<file path="src/rtl/dma_cfg_pkg.sv">
package dma_cfg_pkg;
  localparam int unsigned SIZE_W  = 2;
  localparam int unsigned BYTES_W = 3;
  localparam int unsigned NPORT   = 2;

  typedef enum logic [SIZE_W-1:0] {
    SZ_LONG = 2'b00,
    SZ_BYTE = 2'b01,
    SZ_WORD = 2'b10,
    SZ_RSVD = 2'b11
  } size_code_e;

  function automatic logic [BYTES_W-1:0] size_bytes(input logic [SIZE_W-1:0] code);
    case (code)
      SZ_LONG: size_bytes = 3'd4;
      SZ_BYTE: size_bytes = 3'd1;
      SZ_WORD: size_bytes = 3'd2;
      default: size_bytes = 3'd0;
    endcase
  endfunction
endpackage

</file>
<file path="src/rtl/dma_addr_align.sv">
module dma_addr_align
  import dma_cfg_pkg::*;
(
  input  logic [1:0]        addr_lo_i,
  input  logic [SIZE_W-1:0] size_i,
  output logic              ok_o
);
  always_comb begin
    case (size_i)
      SZ_BYTE: ok_o = 1'b1;
      SZ_WORD: ok_o = ~addr_lo_i[0];
      SZ_LONG: ok_o = (addr_lo_i == 2'b00);
      default: ok_o = 1'b0; // reserved code
    endcase
  end
endmodule

</file>
<file path="src/rtl/dma_link_check.sv">
module dma_link_check #(
  parameter int unsigned CH_W   = 2,
  parameter int unsigned NLINKS = 2
) (
  input  logic [NLINKS-1:0][CH_W-1:0] link_ch_i,
  input  logic [CH_W-1:0]             cur_ch_i,
  output logic                        self_ref_o
);
  logic [NLINKS-1:0] hit;
  for (genvar l = 0; l < NLINKS; l++) begin : g_link
    assign hit[l] = (link_ch_i[l] == cur_ch_i);
  end
  assign self_ref_o = |hit;
endmodule

</file>
<file path="src/rtl/dma_size_max.sv">
module dma_size_max
  import dma_cfg_pkg::*;
(
  input  logic [SIZE_W-1:0]  src_size_i,
  input  logic [SIZE_W-1:0]  dst_size_i,
  output logic [BYTES_W-1:0] bytes_o
);
  logic [BYTES_W-1:0] sb, db;
  assign sb = size_bytes(src_size_i);
  assign db = size_bytes(dst_size_i);
  assign bytes_o = (sb > db) ? sb : db;
endmodule

</file>
<file path="src/rtl/dma_cfg_check.sv">
module dma_cfg_check
  import dma_cfg_pkg::*;
#(
  parameter int unsigned ADDR_W = 32,
  parameter int unsigned CH_W   = 2
) (
  input  logic               clk_i,
  input  logic               rst_ni,
  input  logic [ADDR_W-1:0]  src_addr_i,
  input  logic [ADDR_W-1:0]  dst_addr_i,
  input  logic [SIZE_W-1:0]  src_size_i,
  input  logic [SIZE_W-1:0]  dst_size_i,
  input  logic               start_i,
  input  logic               ext_en_i,
  input  logic               req_i,
  input  logic               auto_align_i,
  input  logic               irq_en_i,
  input  logic [CH_W-1:0]    link1_ch_i,
  input  logic [CH_W-1:0]    link2_ch_i,
  input  logic [CH_W-1:0]    cur_ch_i,
  input  logic               err_clr_i,
  output logic               go_o,
  output logic               cfg_err_o,
  output logic               irq_o,
  output logic [BYTES_W-1:0] xfer_bytes_o,
  output logic               start_clr_o
);
  localparam int unsigned NLINKS = 2;

  logic [NPORT-1:0][1:0]        addr_lo;
  logic [NPORT-1:0][SIZE_W-1:0] port_size;
  logic [NPORT-1:0]             port_ok;
  logic [NLINKS-1:0][CH_W-1:0]  links;
  logic                         self_ref;
  logic [BYTES_W-1:0]           max_bytes;
  logic                         trig, accept, bad;
  logic                         unused_bits;

  assign addr_lo[0]   = src_addr_i[1:0];
  assign addr_lo[1]   = dst_addr_i[1:0];
  assign port_size[0] = src_size_i;
  assign port_size[1] = dst_size_i;
  assign links[0]     = link1_ch_i;
  assign links[1]     = link2_ch_i;

  // auto-align never bypasses checks; upper address bits do not affect alignment
  assign unused_bits = ^{src_addr_i[ADDR_W-1:2], dst_addr_i[ADDR_W-1:2], auto_align_i};

  for (genvar p = 0; p < NPORT; p++) begin : g_port
    dma_addr_align u_align (
      .addr_lo_i (addr_lo[p]),
      .size_i    (port_size[p]),
      .ok_o      (port_ok[p])
    );
  end

  dma_link_check #(.CH_W(CH_W), .NLINKS(NLINKS)) u_link (
    .link_ch_i  (links),
    .cur_ch_i   (cur_ch_i),
    .self_ref_o (self_ref)
  );

  dma_size_max u_max (
    .src_size_i (src_size_i),
    .dst_size_i (dst_size_i),
    .bytes_o    (max_bytes)
  );

  assign trig   = req_i & (start_i | ext_en_i);
  assign accept = trig & ~cfg_err_o;
  assign bad    = ~(&port_ok) | self_ref;

  always_ff @(posedge clk_i or negedge rst_ni) begin
    if (!rst_ni) begin
      go_o         <= 1'b0;
      cfg_err_o    <= 1'b0;
      irq_o        <= 1'b0;
      start_clr_o  <= 1'b0;
      xfer_bytes_o <= '0;
    end else begin
      go_o        <= accept & ~bad;
      irq_o       <= accept & bad & irq_en_i;
      start_clr_o <= accept & ~bad & start_i;
      if (err_clr_i)         cfg_err_o <= 1'b0;
      else if (accept & bad) cfg_err_o <= 1'b1;
      if (accept & ~bad) xfer_bytes_o <= max_bytes;
    end
  end
endmodule

</file>
<file path="config.mk">
export PLATFORM = sky130hd
export DESIGN_NAME = dma_cfg_check
export DESIGN_NICKNAME = d
export VERILOG_FILES = /design/src/rtl/dma_cfg_pkg.sv /design/src/rtl/dma_addr_align.sv /design/src/rtl/dma_link_check.sv /design/src/rtl/dma_size_max.sv /design/src/rtl/dma_cfg_check.sv
export SDC_FILE = /design/constraint.sdc
export NUM_CORES = 1
export LEC_CHECK = 0
export BUFFER_PORTS_ARGS = -buffer_cell sky130_fd_sc_hd__buf_2
export CAP_MARGIN = 20
export CELL_PAD_IN_SITES_DETAIL_PLACEMENT = 1
export CELL_PAD_IN_SITES_GLOBAL_PLACEMENT = 1
export CORE_ASPECT_RATIO = 1.4
export CORE_MARGIN = 2
export CORE_UTILIZATION = 14
export DETAILED_ROUTE_END_ITERATION = 10
export PLACE_DENSITY_LB_ADDON = 0.1
export SYNTH_ARGS = -nofsm -noshare
export SYNTH_HDL_FRONTEND = slang
export SYNTH_SLANG_ARGS = --single-unit
</file>
<file path="constraint.sdc">
create_clock -name clk_i -period 1.25 [get_ports clk_i]
set_clock_uncertainty 0.15 [all_clocks]
set_input_delay 0.375 -clock clk_i [delete_from_list [all_inputs] [get_ports clk_i]]
set_output_delay 0.375 -clock clk_i [all_outputs]
set_load 0.05 [all_outputs]
</file>
# Yosys cells after proc, flatten, opt, wreduce, memory -nomap -nowiden
# Index checks and enable logic that the tools add are counted.
[totals]
word_cells = 39
regBits = 7
[classes]
n_eq_ne = 6
mux = 7
n_bitwise = 13
n_lt_le_gt_ge = 1
n_reduce_logical = 7
[op_table]
columns = ["cell", "n"]
rows = [
  ["3-bit case mux with 3 select lines", 2],
  ["2-bit logical NOT", 4],
  ["1-bit AND", 6],
  ["1-bit case mux with 3 select lines", 2],
  ["1-bit inverter", 5],
  ["2-bit by 1-bit == test with 1-bit output (second input constant)", 2],
  ["2-bit == test", 2],
  ["2-bit == test (second input constant)", 2],
  ["3-bit > comparator", 1],
  ["3-bit two-way mux", 1],
  ["1-bit two-way mux", 2],
  ["1-bit OR", 2],
  ["2-bit AND reduction", 1],
  ["2-bit nonzero test", 1],
  ["2-bit OR reduction", 1],
]

# Logic depth before layout (Yosys ltp)
[logic_depth]
ltp_word = 8
ltp_mapped = 6
depth_no_buf = 6

# Hierarchy
# A second synthesis with hierarchy kept.
[unflattened]
hier_cells = 49
hier_area_um2 = 529.3
[by_module_without_submodules]
columns = ["module", "area_per_inst_um2", "instances", "cells_per_inst", "seq_area_each_um2"]
rows = [
  ["dma_cfg_check", 292.8, 1, 19, 175.2],
  ["dma_size_max", 145.1, 1, 19, 0.0],
  ["dma_addr_align", 25.0, 2, 3, 0.0],
  ["dma_link_check", 41.3, 1, 5, 0.0],
]

# Worst setup path before layout
# Ideal clock, no wire load.
[synth_path]
kind = "in2reg"
start = "input dst_size_i[0]"
end = "register xfer_bytes_o[1]"
setup_time_ns = 0.082
path_buffers = 0
arrival_ns = 1.701
setup_slack_ns = -0.683
cell_stages = 6
cell_sequence = "or2_2 -> ha_1 -> nand3_1 -> o21ai_1 -> or3b_2 -> a31oi_1"
[synth_between]
elab_chain_len = 7
word_cells_on_any_way = 12
[synth_lines]
columns = ["item", "line_no", "source"]
rows = [
  ["from (decl)", "dma_cfg_check.sv:12", "input logic [SIZE_W-1:0] dst_size_i,"],
  ["parallel branches: the longest is 7 deep, another holds 3-bit > comparator", "-", ""],
  ["to (signal assigned)", "dma_cfg_check.sv:86", "if (accept & ~bad) xfer_bytes_o <= max_bytes;"],
  ["to (decl)", "dma_cfg_check.sv:25", "output logic [BYTES_W-1:0] xfer_bytes_o,"],
]
# Several ways; the timed one is not identified.
# A chain may end at the register's enable or synchronous reset.

# Final worst setup path
[layout_path]
start = "input dst_size_i[0]"
end = "register xfer_bytes_o[2]"
# Same word-level chain as after synthesis.

==> impl_metrics.json <==
{
  "outcome": "finished, violations left",
  "violations": "negative setup slack",
  "number_of_synthesized_flops_with_an_enable_pin": 0,
  "critical_path.startpoint": "dst_size_i[0]",
  "initialDrtViolationCount": 9,
  "crit_path_largest_cell_delay_ps": 390,
  "num_cts_buffers": 3,
  "dr.pass1.iters": 2,
  "fillCellCount": 422,
  "die_h_um": 75.8,
  "required_ps": 1240,
  "insertedDiodeCount": 0,
  "post-dp-hpwl_um": 1510,
  "crit_fanout": 4,
  "grt_antenna_before_repair": 0,
  "synthFlopType": "dfrtp_1",
  "pin_count_of_the_biggest_net_entering_global_routing": 8,
  "die_x_um": 55.3,
  "route.antenna.remaining_nets": 0,
  "vias_in_the_first_global_route": 645,
  "met3_length_um": 85,
  "wl_met1_um": 548,
  "post-synth-top-area-fraction": 0.340,
  "dr.max_layer_used": "met4",
  "clock_tree_from_tritoncts": "done",
  "globalplace.congestion": 0.701,
  "max_freq_mhz": 612,
  "core_area_sq_mm": 0.00358,
  "critical_path.slowest_cell": "or4_1",
  "numPortBuffers": 27,
  "timing.max_cap.violations": 0,
  "hold_violations": 0,
  "postSynthCellCount": 52,
  "setup_viol_count_final": 14,
  "r2r_cells": 4,
  "drive_above_1_share": 0.723,
  "wl_met2_um": 1030,
  "yosys.area.top_type": "dfrtp_1",
  "setup_repair_after_global_routing_missed_its_margin": "true",
  "worst-r2r-setup-slack_ps": -60,
  "setup_total_negative_slack_ps": -1500,
  "multi_input_comb_area_sq_um": 464,
  "h_tree_lvl_count": 1,
  "min_from": "err_clr_i",
  "routed_wl_um": 1700,
  "worstSetupEndpointType": "register",
  "total_leakage_power_nw": 0.529,
  "timing.critical_path.from_type": "input pin",
  "numClockSinks": 7,
  "grt_overflow_total": 0,
  "global_route.usage.total": 0.0917,
  "reg_to_reg_end": "xfer_bytes_o[0]",
  "clk_root_buffer_cell": "clkbuf_8",
  "crit_chain": "buf_8, or2_4, ha_4, nand3_2, o21ai_2, or4_1, a31oi_1",
  "ys.warnings.count": 0,
  "routed_wire_length_per_instance_um": 11.9,
  "mappedNetlistArea_sq_um": 515,
  "starting_density": 0.144,
  "final-seq-area_sq_um": 176,
  "hold-worst-slack_ps": 146,
  "syn-mean-instance-area_sq_um": 9.91,
  "power-per-cell-area_mw_per_mm2": 1170,
  "cts.reportedPaths.clkPinSlew_ps": 40,
  "final_routed_drc_violation_total": 0,
  "worstMarginPinSlew_ps": 278,
  "row_count": 26,
  "async_flop_share": 1.00,
  "ys_seq_elements": 7,
  "vias_per_cell": 4.17,
  "yosysUniqueCellTypes": 29,
  "via_count": 596,
  "worst_slew_margin_rel": 0.814,
  "hold_class": "in -> reg",
  "drv_slew": 0,
  "fin_crit_sh": 1.31,
  "ioPinCount": 89,
  "buffers_from_clock_root_to_sink_at_most": 2,
  "setup_slack_ps": -384,
  "grt_pass1_wl_um": 2950,
  "timing.rr.start": "cfg_err_o",
  "synth.area.top_cells": "dfrtp_1 34%, ha_1 7.3%, xnor2_1 6.8%",
  "fp.dieArea_sq_mm": 0.00419,
  "syn_to_final_growth_pct": 119,
  "timing.hold.worst_endpoint": "cfg_err_o",
  "synth_sequential_area_ratio": 0.340,
  "crit_arrival_ps": 1630,
  "mappedNetlistNets": 137,
  "worst-setup-path-type": "in -> reg",
  "min_delay_path_depth": 2,
  "nets": 187,
  "peakVddDrop_v": 0.000663,
  "clock_insertion_delay_worst_skew_ps": 220,
  "period_minus_slack_ps": 1630
}
worst max-delay path, delay by kind of cell:
family                     cells  cell delay [ps]
AOI/OAI and AO/OA              2              210
adders and majority gates      1              220
buffers and inverters          1              100
and+or+nand+nor                3              720
power breakdown:
part | total [mW] | switching [mW] | internal [mW]
Combinational | 0.699 | 0.355 | 0.344
Sequential | 0.310 | 0.0336 | 0.277
Clock | 0.315 | 0.0950 | 0.220
layer usage:
layer | track usage | vias to the layer above
li1 | - | 293
met4 | 0.0488 | 0
met3 | 0.0255 | 4
met5 | 0 | -
met1 | 0.0844 | 282
met2 | 0.184 | 17
worst max path at each step:
stage	end	slack, ps
floorplan	xfer_bytes_o[2]	-470
global placement	xfer_bytes_o[0]	-660
detailed placement	xfer_bytes_o[2]	-660
CTS	xfer_bytes_o[2]	-400
global route	xfer_bytes_o[2]	-440
finish	xfer_bytes_o[2]	-380
stage by stage:
step / cell area (sq um) / total power, mW / util / instances / setup WS, ps
2_1_floorplan: 621 / 0.657 / - / 52 / -469
3_3_place_gp: 887 / 0.836 / 0.248 / 132 / -659
3_5_place_dp: 887 / 0.842 / 0.248 / 132 / -664
4_1_cts: 1090 / 1.34 / 0.304 / 141 / -405
5_1_grt: 1130 / 1.41 / 0.315 / 143 / -442
6_report: 1130 / 1.32 / 0.315 / 143 / -384
Yosys cell counts, types with 2 or more instances:
cell and count:
a31oi_1 3, a41oi_1 3, dfrtp_1 7, ha_1 3
inv_1 3, nand2b_1 3, nor2_1 3, nor2b_1 2
o21bai_1 2, xnor2_1 4
final cells by class:
cell class / instances / share of cell area
clock buffer: 4 / 0.0399
inverter: 3 / 0.00998
multi-input combinational: 41 / 0.411
tap: 42 / 0.0466
timing repair buffer: 46 / 0.336
sequential: 7 / 0.156
flip-flops by register name, indices dropped and copies added, names as in the netlist:
signal and flops:
cfg_err_o 1, start_clr_o 1, go_o 1, xfer_bytes_o 3, irq_o 1
kinds of logic (layout without fill, tap and decap cells):
logic type	Yosys count	after routing	synth area share
flip-flops	7	7	0.340
AND/OR/NAND/NOR	16	16	0.192
adder cells (fa/ha/maj)	3	3	0.0728
XOR/XNOR	4	4	0.0680
buffers and inverters	4	53	0.0364
AO/OA/AOI/OAI	18	18	0.291
timing repair:
item	in CTS	in global routing
pin swaps	5	9
buffers inserted	5	2
endpoints found under the hold margin	7	0
endpoints found under the setup margin	14	14
gates resized for setup	32	7
hold buffers	1	0
cells in the final DEF, fill, tap and decap left out, drive strengths merged, types with 2 or more instances in the layout:
cell type,instances
nor2,3
o21bai,2
clkbuf,4
dfrtp,7
a41oi,3
ha,3
inv,3
nand2b,3
buf,45
xnor2,4
o21ai,2
a31oi,3
nor2b,2
Note: power is estimated with default switching activity, not from simulation.
